==> src/rtl/tick_pkg.sv <==
`timescale 1ns/1ps
package tick_pkg;

    typedef enum logic [1:0] {
        ST_IDLE  = 2'd0,
        ST_ARMED = 2'd1,
        ST_LATE  = 2'd2
    } arm_state_e;

    localparam int SINT_W      = 2;
    localparam int SINT_TIMER  = 0;
    localparam int SINT_SYSTEM = 1;

endpackage

==> src/rtl/tick_chan.sv <==
`timescale 1ns/1ps
module tick_chan
    import tick_pkg::*;
#(
    parameter int CNT_W = 64
) (
    input  logic             clk,
    input  logic             rst_n,
    input  logic             tick_i,
    input  logic             cnt_we_i,
    input  logic             lim_we_i,
    input  logic [CNT_W-1:0] wdata_i,
    output logic [CNT_W-1:0] cnt_view_o,
    output logic [CNT_W-1:0] lim_view_o,
    output logic             match_o
);

    localparam int VAL_W = CNT_W - 1;

    typedef struct packed {
        logic [VAL_W-1:0] cnt;
        logic             npt;
        logic [VAL_W-1:0] lim;
        logic             dis;
        arm_state_e       st;
        logic             match;
    } chan_s;

    chan_s cur_q, nxt_d;
    logic [VAL_W-1:0] cnt_inc;
    logic [VAL_W-1:0] wval;

    assign cnt_inc = cur_q.cnt + {{(VAL_W-1){1'b0}}, 1'b1};
    assign wval    = wdata_i[VAL_W-1:0];

    always_comb begin
        nxt_d       = cur_q;
        nxt_d.match = 1'b0;

        if (cnt_we_i) begin
            nxt_d.cnt = wval;
            nxt_d.npt = wdata_i[CNT_W-1];
        end else if (tick_i) begin
            nxt_d.cnt = cnt_inc;
            if (cur_q.st == ST_ARMED && cnt_inc == cur_q.lim) begin
                nxt_d.match = 1'b1;
                nxt_d.st    = ST_IDLE;
            end else if (cur_q.st == ST_LATE) begin
                nxt_d.match = 1'b1;
                nxt_d.st    = ST_IDLE;
            end
        end

        if (lim_we_i) begin
            nxt_d.lim = wval;
            nxt_d.dis = wdata_i[CNT_W-1];
            if (wval == '0 || wdata_i[CNT_W-1]) begin
                nxt_d.st = ST_IDLE;
            end else if (wval <= nxt_d.cnt) begin
                nxt_d.st = ST_LATE;
            end else begin
                nxt_d.st = ST_ARMED;
            end
        end
    end

    always_ff @(posedge clk) begin
        if (!rst_n) begin
            cur_q.cnt   <= '0;
            cur_q.npt   <= 1'b1;
            cur_q.lim   <= '0;
            cur_q.dis   <= 1'b1;
            cur_q.st    <= ST_IDLE;
            cur_q.match <= 1'b0;
        end else begin
            cur_q <= nxt_d;
        end
    end

    assign cnt_view_o = {cur_q.npt, cur_q.cnt};
    assign lim_view_o = {cur_q.dis, cur_q.lim};
    assign match_o    = cur_q.match;

endmodule

==> src/rtl/tick_sint.sv <==
`timescale 1ns/1ps
module tick_sint
    import tick_pkg::*;
#(
    parameter int N_TMR    = 3,
    parameter int TM_CHANS = 1
) (
    input  logic              clk,
    input  logic              rst_n,
    input  logic [N_TMR-1:0]  match_i,
    input  logic [SINT_W-1:0] clr_i,
    output logic [SINT_W-1:0] sint_o
);

    typedef struct packed {
        logic [SINT_W-1:0] bits;
    } sint_s;

    sint_s reg_q, reg_d;
    logic [SINT_W-1:0] set_vec;

    always_comb begin
        set_vec = '0;
        for (int i = 0; i < N_TMR; i++) begin
            if (i < TM_CHANS) begin
                set_vec[SINT_TIMER] = set_vec[SINT_TIMER] | match_i[i];
            end else begin
                set_vec[SINT_SYSTEM] = set_vec[SINT_SYSTEM] | match_i[i];
            end
        end
    end

    always_comb begin
        reg_d      = reg_q;
        reg_d.bits = (reg_q.bits & ~clr_i) | set_vec;
    end

    always_ff @(posedge clk) begin
        if (!rst_n) begin
            reg_q.bits <= '0;
        end else begin
            reg_q <= reg_d;
        end
    end

    assign sint_o = reg_q.bits;

endmodule

==> src/rtl/tick_cmp_unit.sv <==
`timescale 1ns/1ps
module tick_cmp_unit
    import tick_pkg::*;
#(
    parameter int N_TMR    = 3,
    parameter int CNT_W    = 64,
    parameter int TM_CHANS = 1,
    parameter int SEL_W    = (N_TMR > 1) ? $clog2(N_TMR) : 1
) (
    input  logic              clk,
    input  logic              rst_n,
    input  logic [N_TMR-1:0]  tick_i,
    input  logic [SEL_W-1:0]  wr_sel,
    input  logic              cnt_wr,
    input  logic              lim_wr,
    input  logic [CNT_W-1:0]  wr_data,
    input  logic [SEL_W-1:0]  rd_sel,
    input  logic [SINT_W-1:0] sint_clr,
    output logic [CNT_W-1:0]  rd_cnt,
    output logic [CNT_W-1:0]  rd_lim,
    output logic [N_TMR-1:0]  match_o,
    output logic [SINT_W-1:0] sint_q
);

    logic [CNT_W-1:0] cnt_view [N_TMR];
    logic [CNT_W-1:0] lim_view [N_TMR];

    for (genvar g = 0; g < N_TMR; g++) begin : g_chan
        logic sel_hit;
        assign sel_hit = (wr_sel == SEL_W'(g));

        tick_chan #(
            .CNT_W (CNT_W)
        ) u_chan (
            .clk        (clk),
            .rst_n      (rst_n),
            .tick_i     (tick_i[g]),
            .cnt_we_i   (cnt_wr & sel_hit),
            .lim_we_i   (lim_wr & sel_hit),
            .wdata_i    (wr_data),
            .cnt_view_o (cnt_view[g]),
            .lim_view_o (lim_view[g]),
            .match_o    (match_o[g])
        );
    end

    always_comb begin
        rd_cnt = '0;
        rd_lim = '0;
        for (int i = 0; i < N_TMR; i++) begin
            if (rd_sel == SEL_W'(i)) begin
                rd_cnt = cnt_view[i];
                rd_lim = lim_view[i];
            end
        end
    end

    tick_sint #(
        .N_TMR    (N_TMR),
        .TM_CHANS (TM_CHANS)
    ) u_sint (
        .clk     (clk),
        .rst_n   (rst_n),
        .match_i (match_o),
        .clr_i   (sint_clr),
        .sint_o  (sint_q)
    );

endmodule

==> config.mk <==
export PLATFORM = sky130hd
export DESIGN_NAME = tick_cmp_unit
export DESIGN_NICKNAME = d
export VERILOG_FILES = /design/src/rtl/tick_pkg.sv /design/src/rtl/tick_chan.sv /design/src/rtl/tick_sint.sv /design/src/rtl/tick_cmp_unit.sv
export SDC_FILE = /design/constraint.sdc
export NUM_CORES = 2
export LEC_CHECK = 0
export ABC_AREA = 1
export BUFFER_PORTS_ARGS = -buffer_cell sky130_fd_sc_hd__buf_2
export CORE_AREA = 2 2 280 282
export CTS_BUF_LIST = sky130_fd_sc_hd__clkbuf_2 sky130_fd_sc_hd__clkbuf_4 sky130_fd_sc_hd__clkbuf_8
export DETAILED_ROUTE_END_ITERATION = 12
export DIE_AREA = 0 0 282 284
export GPL_ROUTABILITY_DRIVEN = 1
export PLACE_DENSITY = 0.68
export SYNTH_ARGS = -nofsm -noshare
export SYNTH_HDL_FRONTEND = slang
export SYNTH_SLANG_ARGS = --single-unit
export TNS_END_PERCENT = 10
==> constraint.sdc <==
create_clock -name clk -period 4 [get_ports clk]
set_clock_uncertainty 0.15 [all_clocks]
set_input_delay 0.2 -clock clk [delete_from_list [all_inputs] [get_ports clk]]
set_output_delay 0.2 -clock clk [all_outputs]
set_load 0.1 [all_outputs]
==> out/results.md <==
| Group | Metric | Value |
|:---|:---|:---|
| run status | Result of the run | finished clean |
| global route | Total GRT Usage | 45.4% |
| global route | Antenna violations before repair | 6 |
| yosys | Fraction of the yosys area taken by sequential cells | 24.6% |
| clocking | Sinks on the clock net | 395 |
| yosys | Warning count from the yosys run | 0 |
| sta | Final worst path period need | 3.81 ns |
| yosys | Syn Std Cell Area | 32100 µm² |
| global route | Grt total ovfl | 0 |
| floorplanning | Horizontal extent of the die | 282 µm |
| floorplanning | Die Outline Area | 80100 µm² |
| cells and area | Layout cells sized above 1 | 13.1% |
| worst setup path | Worst endpoint data arrival time | 4.20 ns |
| drt | Number of DRC violations after detailed-routing iteration 0 | 5378 |
| pwr | Psw | 4910 µW |
| yosys | Net count of the mapped netlist | 5629 |
| cells and area | Register Area | 7920 µm² |
| yosys | Dominant cells by area after synthesis | sky130_fd_sc_hd__dfxtp_1, sky130_fd_sc_hd__nand2_1, sky130_fd_sc_hd__nor2_1 |
| hold path | Worst hold-check path type | input port to flip-flop |
| drt | First-pass detailed-route iteration total | 8 |
| yosys | Top-area cell type share of the netlist area | 24.6% |
| drt | Antenna-violating nets left | 0 |
| floorplanning | Die height | 284 µm |
| place | Count of buffers inserted at the top-level ports | 209 |
| yosys | Post-Synthesis Mean Instance Area | 5.99 µm² |
| sta | Rel. slew slack | 37.7% |
| cells and area | Area growth from synthesis to layout | 21.1% |
| sta | Final hold slack | 0.166 ns |
| yosys | Post-synth top cells | sky130_fd_sc_hd__nand2_1, sky130_fd_sc_hd__nor2_1, sky130_fd_sc_hd__inv_1, sky130_fd_sc_hd__o21ai_0, sky130_fd_sc_hd__a21oi_1 |
| pwr | Switching part of the total power | 38.2% |
| global route | Global-route wire length before repair | 259000 µm |
| sta | Final count of negative-setup-slack endpoints | 0 |
| clocking | Cts bufs inserted | 82 |
| yosys | Most instantiated flip-flop cell in the synthesis netlist | sky130_fd_sc_hd__dfxtp_1 |
| floorplanning | Total core area | 77000 µm² |
| worst setup path | Cell type with the highest occurrence count on the critical path | sky130_fd_sc_hd__nand2_1 |
| sta | Final-report max-slew violation count | 0 |
| yosys | Fraction of synthesis flops using an asynchronous set or reset pin | 0% |
| worst setup path | WS Path Type | flip-flop to flip-flop |
| sta | Share of the cycle needed by the critical path after routing | 95.2% |
| sta | Highest attainable clock frequency | 263 MHz |
| worst setup path | Biggest fanout along the worst timing path | 8 |
| clocking | Maximum clock path buffer count | 3 |
| drt | Detail-routed via count per cell | 5.93 |
| drt | Number of vias in the routed layout | 40900 |
| cells and area | Net count reported at finish | 6057 |
| yosys | Most frequent cell after synthesis | sky130_fd_sc_hd__nand2_1 |
| pwr | Proportion of power drawn by combinational gates | 27.6% |
| clocking | Clock Pin Slew Worst Setup and Hold Paths | 0.06 ns |
| drt | Final routed wire length divided by cell count | 27.2 µm |
| global route | Vias in the first global route | 36800 |
| place | Cell Count Post-Placement | 6649 |
| global route | Largest net degree at the start of global routing | 129 |
| cells and area | Filler-free cell count of the finished design | 6894 |
| yosys | Number of distinct library cells after synthesis | 51 |
| place | Weighted congestion reported at the end of routability-driven placement | 1.05 |
| place | Post-DP HPWL | 150000 µm |
| worst setup path | Crit-path cells | nand2_1 -> nor2_4 -> nand3_2 -> inv_1 -> nand2_1 -> nor2_1 -> buf_4 -> nand2_1 -> nand2_1 -> nand3_1 -> o21ai_0 -> a21oi_1 -> ha_1 -> nand2_1 -> nor4b_2 -> buf_4 -> nand2_1 -> nor4_1 -> nand2_1 -> nand2_1 -> nand2_1 -> nand2_1 -> a21oi_1 |
| sta | Hold Fails Final Rpt | 0 |
| clocking | Clock Latency Late Sink | 0.71 ns |
| drt | Wire length after detailed routing | 188000 µm |
| clocking | Clock tree from TritonCTS | built |
| worst setup path | Critical Path Start Type | flip-flop |
| clocking | Master cell of the clock root buffer | sky130_fd_sc_hd__clkbuf_8 |
| pwr | Power density relative to cell area | 330 nW/µm² |
| worst setup path | Worst setup EP type | flip-flop |
| yosys | Gate count of the mapped netlist | 5360 |
| pwr | Sequential fraction of design power | 34.2% |
| yosys | Number of flops mapped to enable cells by yosys | 0 |
| sta | Actual transition at the worst max-transition pin | 0.935 ns |
| run | Max-Cap Viols | 0 |
| floorplanning | Initial cell density of the core | 41.8% |
| worst setup path | Max stage delay on crit path | 0.39 ns |
| drt | Remaining DRCs | 0 |
| worst setup path | Cell type of the slowest stage on the worst timing path | sky130_fd_sc_hd__dfxtp_1 |
| yosys | Post-synthesis cell type with the largest combined area | sky130_fd_sc_hd__dfxtp_1 |
| floorplanning | Std-Cell Rows | 102 |
| sta | RSZ-0062 raised after global routing | true |
| cells and area | Multi-input gate area in the final layout | 21600 µm² |
| pwr | Max rail drop VDD | 278 µV |
| yosys | Number of synthesized register bits | 395 |
| floorplanning | I/O pin cnt | 210 |
| worst setup path | Required arrival time at the worst endpoint | 4.40 ns |
| clocking | Maximum level of the CTS H-tree | 3 |
| pwr | Leakage Power | 0.0165 µW |
| cells and area | Filler cells | 8205 |
| pwr | Power Internal | 7950 µW |
| pwr | Clock power frac | 38.2% |
[worst max-delay path: cells and delay by family, from the launching register on]
kind            cells  cell delay, ns
simple gates       16            2.01
fa+ha+maj           1            0.29
buf+inv             3            0.53
flops               1            0.39
compound gates      3            0.28
[kinds of logic after synthesis]
| logic type | after synthesis | share of synthesized area [%] |
|---|---|---|
| AO/OA/AOI/OAI | 1170 | 20.7 |
| XOR/XNOR | 52 | 2.32 |
| adder cells (fa/ha/maj) | 192 | 7.48 |
| buffers and inverters | 763 | 9.03 |
| flip-flops | 395 | 24.6 |
| multiplexers | 5 | 0.156 |
| AND/OR/NAND/NOR | 2783 | 35.7 |
[power groups by stage]
stage	combinational [µW]	clock (µW)	sequential, µW
after floorplan	2160	0	4370
after global placement	3310	0	4450
after detailed placement	3320	0	4460
after CTS	3400	4910	4370
after global routing	3760	5070	4410
final	3550	4920	4390
[sequential cells by signal, indices dropped and copies added, names as in the netlist]
| signal | cells |
|---|---|
| g_chan.u_chan.cnt_view_o | 192 |
| g_chan.u_chan.cur_q | 6 |
| g_chan.u_chan.lim_view_o | 192 |
| g_chan.u_chan.match_o | 3 |
| u_sint.sint_o | 2 |
[stage by stage]
step	setup TNS (ns)	worst slack, ns	instance area [µm²]	utilization, %	power, µW
2_1_floorplan	0	0.724	32100	-	6530
6_report	0	0.192	38900	50.6	12900
5_1_grt	-0.0682	-0.0526	38900	50.6	13200
4_1_cts	0	0.0334	38600	50.1	12700
3_5_place_dp	-0.165	-0.0938	35900	46.6	7780
3_3_place_gp	-0.0616	-0.0454	35900	46.6	7760
[cell type report]
| class | count | area share [%] |
|---|---|---|
| Timing Repair Buffer | 568 | 10.8 |
| Sequential cell | 395 | 20.4 |
| Clock buffer | 134 | 4.37 |
| Multi-Input combinational cell | 4202 | 55.6 |
| Antenna cell | 4 | 0.0257 |
| Inverter | 539 | 5.23 |
| Clock inverter | 12 | 0.293 |
| Tap cell | 1040 | 3.34 |
[repair_timing]
action                                 4_1_cts  5_1_grt
gates resized for setup                      2       88
setup endpoints to repair                    2        6
setup buffers                                0       10
endpoints found under the hold margin      341        0
hold buffers                                85        0
pin swaps                                    0        9
[layer usage]
| layer | track usage, % | vias to the layer above | wire length [µm] |
|---|---|---|---|
| met2 | 63.9 | 2597 | 74800 |
| met4 | 25.0 | 2 | 12400 |
| li1 | - | 18800 | - |
| met5 | 1.53 | - | 138 |
| met3 | 14.2 | 440 | 23800 |
| met1 | 60.7 | 19000 | 76400 |
[worst paths after layout]
check                                 start                         to  slack (ns)  depth (start not counted)
max          g_chan[1].u_chan.cnt_view_o[4]  g_chan[1].u_chan.cur_q[2]        0.19                         23
min                             sint_clr[1]           u_sint.sint_o[1]        0.17                          5
max reg2reg  g_chan[1].u_chan.cnt_view_o[4]  g_chan[1].u_chan.cur_q[2]        0.19                         23
min reg2reg        g_chan[0].u_chan.match_o           u_sint.sint_o[0]        0.31                          2
[layout by cell type, fill, tap and decap left out, types with 5 or more instances in the layout]
master                             n
sky130_fd_sc_hd__nand2_1        1468
sky130_fd_sc_hd__nor2_1          693
sky130_fd_sc_hd__inv_1           525
sky130_fd_sc_hd__o21ai_0         442
sky130_fd_sc_hd__a21oi_1         415
sky130_fd_sc_hd__nand3_1         388
sky130_fd_sc_hd__dfxtp_1         385
sky130_fd_sc_hd__buf_4           254
sky130_fd_sc_hd__buf_2           208
sky130_fd_sc_hd__ha_1            192
sky130_fd_sc_hd__o221ai_1        117
sky130_fd_sc_hd__clkbuf_8        111
sky130_fd_sc_hd__dlygate4sd3_1    85
sky130_fd_sc_hd__o22ai_1          71
sky130_fd_sc_hd__nand4_1          62
sky130_fd_sc_hd__o211ai_1         53
sky130_fd_sc_hd__nor2_2           37
sky130_fd_sc_hd__xor2_1           27
sky130_fd_sc_hd__nor3_1           26
sky130_fd_sc_hd__nor2_4           24
sky130_fd_sc_hd__clkbuf_4         23
sky130_fd_sc_hd__o21ai_1          22
sky130_fd_sc_hd__buf_12           20
sky130_fd_sc_hd__nand2_2          19
sky130_fd_sc_hd__xnor3_1          19
sky130_fd_sc_hd__nor4_1           19
sky130_fd_sc_hd__nand3b_1         18
sky130_fd_sc_hd__clkinv_2         13
sky130_fd_sc_hd__o21a_1           10
sky130_fd_sc_hd__dfxtp_2          10
sky130_fd_sc_hd__nand3_2           8
sky130_fd_sc_hd__a22oi_1           8
sky130_fd_sc_hd__inv_2             6
sky130_fd_sc_hd__nor3_2            5
sky130_fd_sc_hd__a31oi_1           5
sky130_fd_sc_hd__mux2i_1           5
Power figures use the tool's default switching activity.
